$ cat src/rtl/tc_pkg.sv
package tc_pkg;

    localparam int unsigned ADDR_W = 8;

    typedef enum logic [1:0] {
        QUAL_LEVEL = 2'd0,
        QUAL_RISE  = 2'd1,
        QUAL_FALL  = 2'd2,
        QUAL_BOTH  = 2'd3
    } qual_e;

    // Configuration bits 10:1, with the MSB first
    typedef struct packed {
        logic  src_sel_n;  // bit10: 0 picks events in event mode
        logic  ext_tmr;    // bit9 : timer mode counts events
        logic  sync;       // bit8 : synchronise input
        qual_e qual;       // bits7:6
        logic  inv;        // bit5
        logic  chain;      // bit4 (half A only)
        logic  one_shot;   // bit3
        logic  evt_mode;   // bit2
        logic  up;         // bit1
    } ctrl_t;

    localparam int unsigned CFG_LSB = 1;
    localparam int unsigned CFG_MSB = 10;

    localparam int unsigned CMD_SET  = 0;
    localparam int unsigned CMD_CLR  = 1;
    localparam int unsigned CMD_LOAD = 2;

    localparam logic [ADDR_W-1:0] ADR_CFG_A = 8'h10;
    localparam logic [ADDR_W-1:0] ADR_CFG_B = 8'h14;
    localparam logic [ADDR_W-1:0] ADR_CMD_A = 8'h18;
    localparam logic [ADDR_W-1:0] ADR_CMD_B = 8'h1C;
    localparam logic [ADDR_W-1:0] ADR_RLD_A = 8'h20;
    localparam logic [ADDR_W-1:0] ADR_RLD_B = 8'h24;
    localparam logic [ADDR_W-1:0] ADR_CNT_A = 8'h28;
    localparam logic [ADDR_W-1:0] ADR_CNT_B = 8'h2C;
    localparam logic [ADDR_W-1:0] ADR_MASK  = 8'hF4;
    localparam logic [ADDR_W-1:0] ADR_PEND  = 8'hFC;

endpackage

$ cat src/rtl/tc_event_qual.sv
module tc_event_qual #(
    parameter int unsigned SYNC_STAGES = 2
) (
    input  logic          clk,
    input  logic          rst_n,
    input  logic          raw_i,
    input  logic          sync_en_i,
    input  logic          invert_i,
    input  tc_pkg::qual_e qual_i,
    output logic          event_o
);
    typedef struct packed {
        logic [SYNC_STAGES-1:0] sync;
        logic                   prev;
    } eq_state_t;

    eq_state_t q, d;
    logic      sample;

    always_comb begin
        d      = q;
        d.sync = {q.sync[SYNC_STAGES-2:0], raw_i};
        sample = (sync_en_i ? q.sync[SYNC_STAGES-1] : raw_i) ^ invert_i;
        d.prev = sample;
        unique case (qual_i)
            tc_pkg::QUAL_LEVEL: event_o = sample;
            tc_pkg::QUAL_RISE:  event_o = sample & ~q.prev;
            tc_pkg::QUAL_FALL:  event_o = ~sample & q.prev;
            tc_pkg::QUAL_BOTH:  event_o = sample ^ q.prev;
        endcase
    end

    always_ff @(posedge clk or negedge rst_n) begin
        if (!rst_n) q <= '0;
        else        q <= d;
    end
endmodule

$ cat src/rtl/tc_step.sv
module tc_step #(
    parameter int unsigned W = 16
) (
    input  logic [W-1:0] cnt_i,
    input  logic         up_i,
    output logic [W-1:0] nxt_o,
    output logic         limit_o
);
    always_comb begin
        nxt_o   = up_i ? cnt_i + W'(1) : cnt_i - W'(1);
        limit_o = up_i ? (&cnt_i) : ~(|cnt_i);
    end
endmodule

$ cat src/rtl/tc_pair.sv
module tc_pair #(
    parameter int unsigned HALF_W      = 16,
    parameter int unsigned SYNC_STAGES = 2
) (
    input  logic                      clk,
    input  logic                      rst_n,
    input  logic                      wr_en,
    input  logic [tc_pkg::ADDR_W-1:0] wr_addr,
    input  logic [HALF_W-1:0]         wr_data,
    input  logic [tc_pkg::ADDR_W-1:0] rd_addr,
    output logic [HALF_W-1:0]         rd_data,
    input  logic [1:0]                ext_in,
    output logic [1:0]                irq
);
    import tc_pkg::*;

    localparam int unsigned NHALF = 2;
    localparam int unsigned CFG_W = CFG_MSB - CFG_LSB + 1;

    typedef struct packed {
        ctrl_t [NHALF-1:0]             ctrl;
        logic  [NHALF-1:0]             en;
        logic  [NHALF-1:0][HALF_W-1:0] rld;
        logic  [NHALF-1:0][HALF_W-1:0] cnt;
        logic  [NHALF-1:0]             pend;
        logic  [NHALF-1:0]             mask;
    } state_t;

    state_t            q, d;
    logic              chain_on;
    logic [NHALF-1:0]  evt_v, step_v, lim_v, up_v;
    logic [HALF_W-1:0] nxt_v [NHALF];

    assign chain_on = q.ctrl[0].chain;

    for (genvar h = 0; h < NHALF; h++) begin : g_half
        logic use_evt;

        tc_event_qual #(.SYNC_STAGES(SYNC_STAGES)) u_qual (
            .clk       (clk),
            .rst_n     (rst_n),
            .raw_i     (ext_in[h]),
            .sync_en_i (q.ctrl[h].sync),
            .invert_i  (q.ctrl[h].inv),
            .qual_i    (q.ctrl[h].qual),
            .event_o   (evt_v[h])
        );

        assign use_evt   = q.ctrl[h].evt_mode ? ~q.ctrl[h].src_sel_n : q.ctrl[h].ext_tmr;
        assign step_v[h] = use_evt ? evt_v[h] : 1'b1;

        if (h == 0) begin : g_dir_a
            assign up_v[h] = q.ctrl[0].up;
        end else begin : g_dir_b
            assign up_v[h] = chain_on ? q.ctrl[0].up : q.ctrl[h].up;
        end

        tc_step #(.W(HALF_W)) u_step (
            .cnt_i   (q.cnt[h]),
            .up_i    (up_v[h]),
            .nxt_o   (nxt_v[h]),
            .limit_o (lim_v[h])
        );
    end

    // next-state computation
    logic [NHALF-1:0] pset, pclr;
    logic             cmd_hit;
    logic             cmd_h;

    always_comb begin
        d    = q;
        pset = '0;

        if (!chain_on) begin
            for (int h = 0; h < NHALF; h++) begin
                if (q.en[h] && step_v[h]) begin
                    if (lim_v[h]) begin
                        d.cnt[h] = q.rld[h];
                        pset[h]  = 1'b1;
                        if (q.ctrl[h].one_shot) d.en[h] = 1'b0;
                    end else begin
                        d.cnt[h] = nxt_v[h];
                    end
                end
            end
        end else if (q.en[0] && step_v[0]) begin
            if (lim_v[0] && lim_v[1]) begin
                d.cnt[0] = q.rld[0];
                d.cnt[1] = q.rld[1];
                pset[0]  = 1'b1;
                if (q.ctrl[0].one_shot) d.en[0] = 1'b0;
            end else begin
                d.cnt[0] = nxt_v[0];
                if (lim_v[0]) d.cnt[1] = nxt_v[1];
            end
        end

        cmd_hit = 1'b0;
        cmd_h   = 1'b0;
        pclr    = '0;
        if (wr_en) begin
            case (wr_addr)
                ADR_CFG_A: d.ctrl[0] = ctrl_t'(wr_data[CFG_MSB:CFG_LSB]);
                ADR_CFG_B: begin
                    d.ctrl[1]       = ctrl_t'(wr_data[CFG_MSB:CFG_LSB]);
                    d.ctrl[1].chain = 1'b0;
                end
                ADR_CMD_A: cmd_hit = 1'b1;
                ADR_CMD_B: begin
                    cmd_hit = ~chain_on;
                    cmd_h   = 1'b1;
                end
                ADR_RLD_A: d.rld[0] = wr_data;
                ADR_RLD_B: d.rld[1] = wr_data;
                ADR_MASK:  d.mask   = wr_data[NHALF-1:0];
                ADR_PEND:  pclr     = wr_data[NHALF-1:0];
                default: ;
            endcase
        end

        if (cmd_hit) begin
            if (wr_data[CMD_LOAD]) begin
                d.cnt[cmd_h] = q.rld[cmd_h];
                if (chain_on) d.cnt[1] = q.rld[1];
            end
            if (wr_data[CMD_SET]) d.en[cmd_h] = 1'b1;
            if (wr_data[CMD_CLR]) d.en[cmd_h] = 1'b0;
        end

        d.pend = (q.pend & ~pclr) | pset;
    end

    always_ff @(posedge clk or negedge rst_n) begin
        if (!rst_n) q <= '0;
        else        q <= d;
    end

    always_comb begin
        case (rd_addr)
            ADR_CFG_A: rd_data = HALF_W'({q.ctrl[0], q.en[0]});
            ADR_CFG_B: rd_data = HALF_W'({q.ctrl[1], q.en[1]});
            ADR_RLD_A: rd_data = q.rld[0];
            ADR_RLD_B: rd_data = q.rld[1];
            ADR_CNT_A: rd_data = q.cnt[0];
            ADR_CNT_B: rd_data = q.cnt[1];
            ADR_MASK:  rd_data = HALF_W'(q.mask);
            ADR_PEND:  rd_data = HALF_W'(q.pend);
            default:   rd_data = '0;
        endcase
    end

    assign irq = q.pend & q.mask;

    // observation nets for the bound checker
    logic [NHALF-1:0]  en_vec, pend_vec;
    logic [HALF_W-1:0] cnt_b_vec;
    logic              oneshot_a;
    assign en_vec    = q.en;
    assign pend_vec  = q.pend;
    assign cnt_b_vec = q.cnt[1];
    assign oneshot_a = q.ctrl[0].one_shot;

    if (CFG_W != $bits(ctrl_t)) begin : g_bad_cfg
        initial $display("configuration width mismatch");
    end
endmodule

$ cat config.mk
export PLATFORM = sky130hd
export DESIGN_NAME = tc_pair
export DESIGN_NICKNAME = d
export VERILOG_FILES = /design/src/rtl/tc_pkg.sv /design/src/rtl/tc_event_qual.sv /design/src/rtl/tc_step.sv /design/src/rtl/tc_pair.sv
export SDC_FILE = /design/constraint.sdc
export NUM_CORES = 1
export LEC_CHECK = 0
export BUFFER_PORTS_ARGS = -buffer_cell sky130_fd_sc_hd__buf_2
export CAP_MARGIN = 20
export CORE_MARGIN = 2
export CORE_UTILIZATION = 30
export DETAILED_ROUTE_END_ITERATION = 10
export SLEW_MARGIN = 15
export SYNTH_ARGS = -nofsm -noshare
export SYNTH_HDL_FRONTEND = slang
export SYNTH_HIERARCHICAL = 1
export SYNTH_SLANG_ARGS = --single-unit
$ cat constraint.sdc
create_clock -name clk -period 4.16 [get_ports clk]
set_input_delay 0.832 -clock clk [delete_from_list [all_inputs] [get_ports clk]]
set_output_delay 0.832 -clock clk [all_outputs]
set_load 0.05 [all_outputs]
Yosys cells after proc, flatten, opt, wreduce, memory -nomap -nowiden --
Index checks and enable logic that the tools add are counted.
Storage, ports and cells: memory bits (writable) 0, bits in latches 0, memories kept 0, logic and storage cells 155, input bits 37, ROM bits 0, register bits after elaboration 95
Operators by class: $lt $le $gt $ge 2, mux-type cells 60, $mul 0, shift-type cells 0, div/mod/pow operators 0, $add $sub $neg 4, bitwise operators 24, reductions and logical operators 15, equality and inequality tests 22
Operators with widths (number):
- 16-bit 2-to-1 mux | 11
- 32-bit 2-to-1 mux | 5
- 16-bit case mux with 8 select lines | 1
- 8-bit by 5-bit equality test with 1-bit output (second input constant) | 6
- 8-bit by 6-bit equality test with 1-bit output (second input constant) | 6
- 16-bit by 1-bit adder with 16-bit output (second input constant) | 2
- 32-bit bitwise mux | 1
- 8-bit equality test (second input constant) | 4
- 16-bit AND reduction | 2
- 16-bit OR reduction | 2
- 16-bit by 1-bit subtractor with 16-bit output (second input constant) | 2
- 1-bit 2-to-1 mux | 31
- 16-bit demux with 1-bit select | 1
- 2-bit 2-to-1 mux | 6
- 2-bit AND reduction | 5
- 1-bit NOT | 9
- 2-bit equality test (second input constant) | 4
- 1-bit case mux with 4 select lines | 2
- 2-bit AND | 3
- 1-bit AND | 4
- 2-bit by 1-bit equality test with 1-bit output (second input constant) | 2
- 1-bit logical AND | 4
- 2-bit zero test | 2
- 2-bit NOT | 2
- 6 further kinds | 10

Longest topological paths before layout --
Gate-level depths: netlist of the first run.
depth in word-level cells 15, mapped depth 12

Cells and area by module --
The synthesis of the first run kept the hierarchy.
Modules (own cells, without submodules):
- tc_pair | instances 1, cells an instance 426, area each 4764.6 sq um
- tc_step at g_half[0].u_step | instances 1, cells an instance 136, area each 944.7 sq um
- tc_step at g_half[1].u_step | instances 1, cells an instance 118, area each 843.3 sq um
- tc_event_qual | instances 2, cells an instance 11, area each 152.6 sq um

Worst setup path after synthesis of the first run --
Ideal clock, no wire load.
path kind input to output, start in rd_addr[3] (netlist name), end out rd_data[1], stages 5, arrival time 3629 ps, data required time 3328 ps, path slack -301 ps, cells stage by stage clkbuf_1 -> buf_1 -> clkbuf_1 -> nand2_1 -> o311ai_0
On the way: word-level cells in the longest chain between the ends 2, elaborated cells on any way between the ends 9, those cells by class eq/ne (8); mux (1)
RTL lines:
- start, declared | line tc_pair.sv:10 | input logic [tc_pkg::ADDR_W-1:0] rd_addr,
- 8-bit equality test (tied with other cells) | line tc_pair.sv:140 | case (rd_addr)
- 16-bit case mux with 8 select lines * | line tc_pair.sv:140
- end, declared | line tc_pair.sv:11 | output logic [HALF_W-1:0] rd_data,
Mark *: on every way between the ends. The rest lies on a longest branch, timed or not.

==> metrics.md, run 1 <==
| Metric | Value |
|---|---|
| Status | complete, no violations |
| IO Pins | 55 |
| Clk sinks | 95 |
| Initial antenna violation count | 0 |
| Grt ovf | 0 |
| Max-Cap Viols | 0 |
| CP max stage cell | dfrtp_1 |
| Synth warnings | 6 |
| Worst min path class | in2async |
| First-pass GRT wire length | 32300 um |
| Clock skew | 0.0153 ns |
| Final Instance Area | 7760 um^2 |
| Clk slew on worst S/H paths | 0.07 ns |
| PortBufs | 54 |
| First drt pass iteration count | 5 |
| Top post-synthesis cells by area | dfrtp_1, mux2_2, ha_1 |
| Startpoint Class | flip-flop |
| Setup WS post-layout | 0.489 ns |
| DR iter-0 viols | 390 |
| Rows | 55 |
| Detailed-route wire length | 20200 um |
| Setup violators final | 0 |
| Vias | 5806 |
| R2R Path End | cnt_b_vec[15] |
| Crit path max fanout | 14 |
| Crit path launch | chain_on |
| Worst reg2reg path depth | 9 |
| VDD IR-drop max | 0.272 mV |
| Final net count | 815 |
| Slew margin rel. | 50.2% |
| Via density | 5.62 |
| Post_cts resized | 0 |
| Worst path top cell family by delay | compound AO/OA/AOI/OAI gates |
| Top-count cell post-synth | dfrtp_1 |
| Die Wd | 155 um |
| Final ANT Viol Nets | 0 |
| DRC viols | 0 |
| Seq/Total Area, Yosys | 34.7% |
| Die area | 24100 um^2 |
| Post-synth top area share | 34.7% |
| Starting density of the core | 30.4% |
| Power Dens Cells | 607 nW/um^2 |
| Ys flop type | dfrtp_1 |
| Crit path capture | cnt_b_vec[15] |
| Setup WS pre-CTS | 0.514 ns |
| Post-CTS setup buffers | 0 |
| Synth Cell Area | 6860 um^2 |
| Chip Height | 155 um |
| Post-synth top cells | dfrtp_1, mux2_2, nand2_1 |
| Post-synthesis cell type count | 82 |
| RR Startpoint | chain_on |
| Largest net degree at the start of global routing | 80 |
| Core ar. | 22600 um^2 |
| Drt wl/cell | 19.5 um |
| Final period util | 88.3% |
| Placer congestion estimate | 0.937 |
| Hpwl dp | 15300 um |
| Clk_lat worst skew | 0.35 ns |
| Leak pwr | 0.00337 uW |
| Slew Viols, Final | 0 |
| Area post-placement | 7400 um^2 |
| Mapped Cells | 702 |
| Num CTS Buffers | 9 |
| Endpoint type of the worst setup path | flip-flop |
| Synth Net Count | 773 |
| WP depth | 9 |
| Final hold vios | 0 |
| Diode count | 0 |
| Critical path cell sequence | mux2_2 -> inv_1 -> ha_1 -> a21o_1 -> a221oi_1 -> a21oi_1 -> or3b_1 -> or3_2 -> o221a_2 |
| Buf/Inv on CP | 1 |
| Fin crit period | 3.67 ns |
| CTS Buffer Depth | 2 |
| Unrepaired setup endpoints after global routing | false |
| FFs w/ async S/R, synth | 100% |
| Mapped Avg Cell Area | 9.77 um^2 |
| Crit path largest cell delay | 0.51 ns |
| Area Overhead vs Synth | 13.1% |
| Clock root buffer | clkbuf_16 |
| Setup TNS | 0 ns |
| Data required time of the worst path | 4.39 ns |
| Reg-to-reg slack, setup | 0.49 ns |
| Max Fclk | 0.272 GHz |
| Register bit total from synthesis | 95 |
| EDFF count, synth | 0 |
| CTS tree | done |
| Post-CTS Hold Fix Bufs | 0 |
| Share of cells above drive strength 1 | 22.7% |
| CP arrival | 3.91 ns |
| Worst Setup Path Type | reg2reg |
| H-Tree Level Count | 3 |
| Tot GR Track Use | 17.1% |
| Number of global-route vias before repair | 5776 |
| Slew @ Worst Pin | 0.745 ns |
| Yosys top cell by area | dfrtp_1 |
[per-stage QoR]
step	utilization [%]	std cells	power (uW)	hold slack, ns
detailed placement	32.8	1017	3760	0.341
global route	34.4	1034	5070	0.358
CTS	34.2	1033	4690	0.357
finish	34.4	1034	4710	0.350
floorplan	-	702	3200	0.331
global placement	32.8	1017	3730	0.335
[cell families (layout without fill, tap and decap cells)]
| logic type | after synthesis | after routing | synth area share, % |
|---|---|---|---|
| AOI/OAI and AO/OA | 175 | 175 | 19.3 |
| xor gates and xnor gates | 23 | 23 | 2.94 |
| adders and majority gates | 34 | 34 | 6.42 |
| buffers and inverters | 60 | 107 | 4.05 |
| DFF | 95 | 95 | 34.7 |
| muxes | 76 | 76 | 13.9 |
| and+or+nand+nor | 239 | 239 | 18.7 |
[worst min-delay path by stage]
stage	slack, ns	cells after the start	endpoint
2_1_floorplan	0.33	0	g_half[0].u_qual/q[2]
5_1_grt	0.36	1	q[1]
4_1_cts	0.36	0	g_half[0].u_qual/q[2]
3_3_place_gp	0.34	0	g_half[1].u_qual/q[2]
3_5_place_dp	0.34	0	g_half[0].u_qual/q[2]
6_report	0.35	1	cnt_b_vec[1]
[cell type report]
cell class,instances,area [um^2]
Clock inverter,6,98.8
Timing Repair Buffer,69,405
Fill cell,2315,14800
Sequential cell,95,2380
Inverter,22,82.6
Multi-Input combinational cell,547,4210
Tap cell,285,357
Clock buffer,10,229
[state kept, by name (all words and copies together) (netlist names)]
| name | cells |
|---|---|
| en_vec | 2 |
| g_half.u_qual/q | 4 |
| cnt_b_vec | 16 |
| pend_vec | 2 |
| q | 67 |
| oneshot_a | 1 |
| chain_on | 1 |
| g_half.u_qual/d | 2 |
[layout by cell type, fill, tap and decap left out, types with 6 or more instances in the layout]
cell,instances
a21o_1,13
a21oi_1,29
a22oi_1,7
a2bb2oi_1,15
and2_1,8
buf_2,53
buf_4,15
clkbuf_16,9
dfrtp_1,95
ha_1,32
inv_1,22
mux2_2,54
mux2i_1,12
mux4_2,10
nand2_1,49
nand2b_1,8
nand3_1,38
nand4_1,15
nor2_1,42
nor2b_1,13
nor3_1,11
nor4_1,10
o21ai_0,12
o221a_1,10
o221a_2,6
o22ai_1,20
or3_1,15
xnor2_1,20
[report_power, final]
group          internal, uW  switching [uW]
Combinational          1110            1230
Sequential             1110             331
Clock                   538             387
Total                  2760            1940
[routing by layer]
layer  vias to the layer above  part of all wire, %  track usage [%]
met4                         0                  3.2             6.73
li1                       2790                    -                -
met2                       137                   47             28.0
met1                      2843                   46             22.6
met5                         -                    0                0
met3                        36                  4.1             2.92
[worst register-to-register path, stage by stage (launching register included)]
cell	delay, ns
dfrtp_1	0.51
mux2_2	0.46
inv_1	0.38
ha_1	0.39
a21o_1	0.25
a221oi_1	0.42
a21oi_1	0.12
or3b_1	0.35
or3_2	0.44
o221a_2	0.23
No activity file was read; power rests on OpenSTA's default activity.
==> inputs of run 2 (changes only) <==
--- a/config.mk
+++ b/config.mk
@@ -7,9 +7,12 @@
 export LEC_CHECK = 0
 export BUFFER_PORTS_ARGS = -buffer_cell sky130_fd_sc_hd__buf_2
 export CAP_MARGIN = 20
+export CELL_PAD_IN_SITES_DETAIL_PLACEMENT = 0
+export CELL_PAD_IN_SITES_GLOBAL_PLACEMENT = 2
 export CORE_MARGIN = 2
 export CORE_UTILIZATION = 30
 export DETAILED_ROUTE_END_ITERATION = 10
+export PLACE_DENSITY_LB_ADDON = 0.1
 export SLEW_MARGIN = 15
 export SYNTH_ARGS = -nofsm -noshare
 export SYNTH_HDL_FRONTEND = slang
==> run 2 against run 1 <==
Net effect: count of clock-buffer cells in the layout stayed put; maximum frequency is 0.80% higher; critical endpoint unchanged; sequential share of layout area is essentially flat; setup slack gained 0.029 ns; global-route usage rose by 2.9 points; die area unchanged.
==> metrics.md, run 2 (synthesized netlist as in run 1, its figures left out) <==
| Metric | Value |
|---|---|
| H-Tree Level Count | 3 (unchanged) |
| Area Overhead vs Synth | 13.0% (was 13.1%) |
| Leak pwr | 0.00338 uW (was 0.00337 uW) |
| Internal power | 2660 uW (was 2760 uW) |
| Post-CTS setup buffers | 0 (unchanged) |
| Worst path top cell family by delay | compound AO/OA/AOI/OAI gates (unchanged) |
| Critical path cell sequence | mux2_2 -> inv_1 -> ha_1 -> a21o_1 -> a221oi_1 -> a21oi_1 -> or3b_1 -> or3_2 -> o221a_2 (unchanged) |
| Buf/Inv on CP | 1 (unchanged) |
| PortBufs | 54 (unchanged) |
| Diode count | 0 (unchanged) |
| Die area | 24100 um^2 (unchanged) |
| Most frequent cells in the layout | dfrtp_1, mux2_2, buf_2 (unchanged) |
| Max Fclk | 0.275 GHz (was 0.272 GHz) |
| Slew margin rel. | 39.1% (was 50.2%) |
| Worst min path class | reg2reg (was in2async) |
| Max-Cap Viols | 0 (unchanged) |
| Max FFs per register | 67 (unchanged) |
| Unrepaired setup endpoints after global routing | false (unchanged) |
| Core ar. | 22600 um^2 (unchanged) |
| Clock power frac | 18.2% (was 19.7%) |
| Worst Setup Path Type | reg2reg (unchanged) |
| Leading cell type in the layout, fill and taps excluded | dfrtp_1 (unchanged) |
| Largest Register | q (unchanged) |
| Final period util | 87.6% (was 88.3%) |
| Design Power | 4710 uW (about the same) |
| Startpoint Class | flip-flop (unchanged) |
| Final Util | 34.3% (was 34.4%) |
| Setup TNS | 0 ns (unchanged) |
| Setup violators final | 0 (unchanged) |
| VDD IR-drop max | 0.227 mV (was 0.272 mV) |
| DR iter-0 viols | 281 (was 390) |
| Fin crit period | 3.64 ns (was 3.67 ns) |
| DRC viols | 0 (unchanged) |
| First-pass GRT wire length | 36800 um (was 32300 um) |
| Starting density of the core | 30.4% (unchanged) |
| Chip Height | 155 um (unchanged) |
| Final ANT Viol Nets | 0 (unchanged) |
| Endpoint type of the worst setup path | flip-flop (unchanged) |
| Power Dens Cells | 608 nW/um^2 (was 607 nW/um^2) |
| Clock root buffer | clkbuf_16 (unchanged) |
| Data required time of the worst path | 4.41 ns (was 4.39 ns) |
| Drt wl/cell | 22.6 um (was 19.5 um) |
| Detailed-route wire length | 23500 um (was 20200 um) |
| IO Pins | 55 (unchanged) |
| Sw Ratio | 43.5% (was 41.3%) |
| CP max stage cell | dfrtp_1 (unchanged) |
| First drt pass iteration count | 4 (was 5) |
| Post-CTS Hold Fix Bufs | 0 (unchanged) |
| Crit path largest cell delay | 0.52 ns (was 0.51 ns) |
| Rows | 55 (unchanged) |
| Status | complete, no violations (unchanged) |
| Grt ovf | 0 (unchanged) |
| Number of global-route vias before repair | 5957 (was 5776) |
| Placer congestion estimate | 0.794 (was 0.937) |
| CP arrival | 3.89 ns (was 3.91 ns) |
| Via density | 5.67 (was 5.62) |
| Reg power frac | 31.2% (was 30.7%) |
| Clock skew | 0.00996 ns (was 0.0153 ns) |
| Clk slew on worst S/H paths | 0.08 ns (was 0.07 ns) |
| Clk_lat worst skew | 0.36 ns (was 0.35 ns) |
| Num CTS Buffers | 9 (unchanged) |
| Die Wd | 155 um (unchanged) |
| Switch Pwr | 2050 uW (was 1940 uW) |
| Hpwl dp | 18100 um (was 15300 um) |
| Post_cts resized | 0 (unchanged) |
| Slew @ Worst Pin | 0.913 ns (was 0.745 ns) |
| Largest net degree at the start of global routing | 68 (was 80) |
| Share of cells above drive strength 1 | 23.4% (was 22.7%) |
| # fillers | 2362 (was 2315) |
| CTS tree | done (unchanged) |
| Combinational share of power | 50.6% (was 49.7%) |
| Final net count | 821 (was 815) |
| Tot GR Track Use | 20.0% (was 17.1%) |
| Crit path max fanout | 14 (unchanged) |
| Initial antenna violation count | 0 (unchanged) |
| Final hold vios | 0 (unchanged) |
| CTS Buffer Depth | 2 (unchanged) |
| Clk sinks | 95 (unchanged) |
| Vias | 5895 (was 5806) |
| Slew Viols, Final | 0 (unchanged) |
-- run 2: cell types whose count changed in the layout (fill, tap and decap cells not counted) --
cell	delta
clkinv_4	+1
inv_6	+2
bufinv_16	-2
clkinvlp_4	-1
clkbuf_1	-1
buf_16	-1
buf_4	+7
clkbuf_8	+1
-- run 2: final timing paths --
kind,from,depth (start not counted),to,slack [ns]
max reg2reg,chain_on,9,cnt_b_vec[15],0.52
min,g_half[0].u_qual/d[2],0,g_half[0].u_qual/q[2],0.36
max in group asynchronous,rst_n,2,q[65],2.81
min reg2reg,g_half[0].u_qual/d[2],0,g_half[0].u_qual/q[2],0.36
min in group asynchronous,rst_n,1,pend_vec[0],0.56
max,chain_on,9,cnt_b_vec[15],0.52
-- run 2: layer usage --
layer,global-route usage (%),part of all wire (%),vias to the layer above
li1,-,-,2796
met1,28.8,49,2987
met2,32.3,47,94
met3,2.65,2.6,18
met4,4.24,1.1,0
met5,0,0,-
-- run 2: power by group through the flow --
stage / Combinational (uW) / Sequential, uW / Clock [uW]
finish: 2390 / 1470 / 857
global route: 2690 / 1500 / 919
CTS: 2390 / 1470 / 884
detailed placement: 2380 / 1490 / 0
global placement: 2360 / 1480 / 0
floorplan: 1890 / 1310 / 0
-- run 2: area by class of cell --
class	instances	area (um^2)	share of cell area, %
multi-input combinational	547	4210	54.3
timing repair buffer	75	430	5.55
clock inverter	6	57.6	0.743
inverter	22	82.6	1.07
sequential	95	2380	30.7
tap	285	357	4.60
clock buffer	10	239	3.08
-- run 2: stage by stage --
step | setup WS, ns | cells | hold WS, ns | area [um^2]
after floorplan | 0.290 | 702 | 0.331 | 6860
after global placement | 0.624 | 1024 | 0.336 | 7450
after detailed placement | 0.579 | 1024 | 0.342 | 7450
after CTS | 0.540 | 1040 | 0.363 | 7750
after global routing | 0.278 | 1040 | 0.367 | 7750
final | 0.518 | 1040 | 0.357 | 7750
-- run 2: worst register-to-register path: cells and delay by family, from the launching register on --
family | cells | cell delay, ns
AOI/OAI and AO/OA | 4 | 1.00
adders and majority gates | 1 | 0.39
buffers and inverters | 1 | 0.38
DFF | 1 | 0.52
muxes | 1 | 0.44
and+or+nand+nor | 2 | 0.79
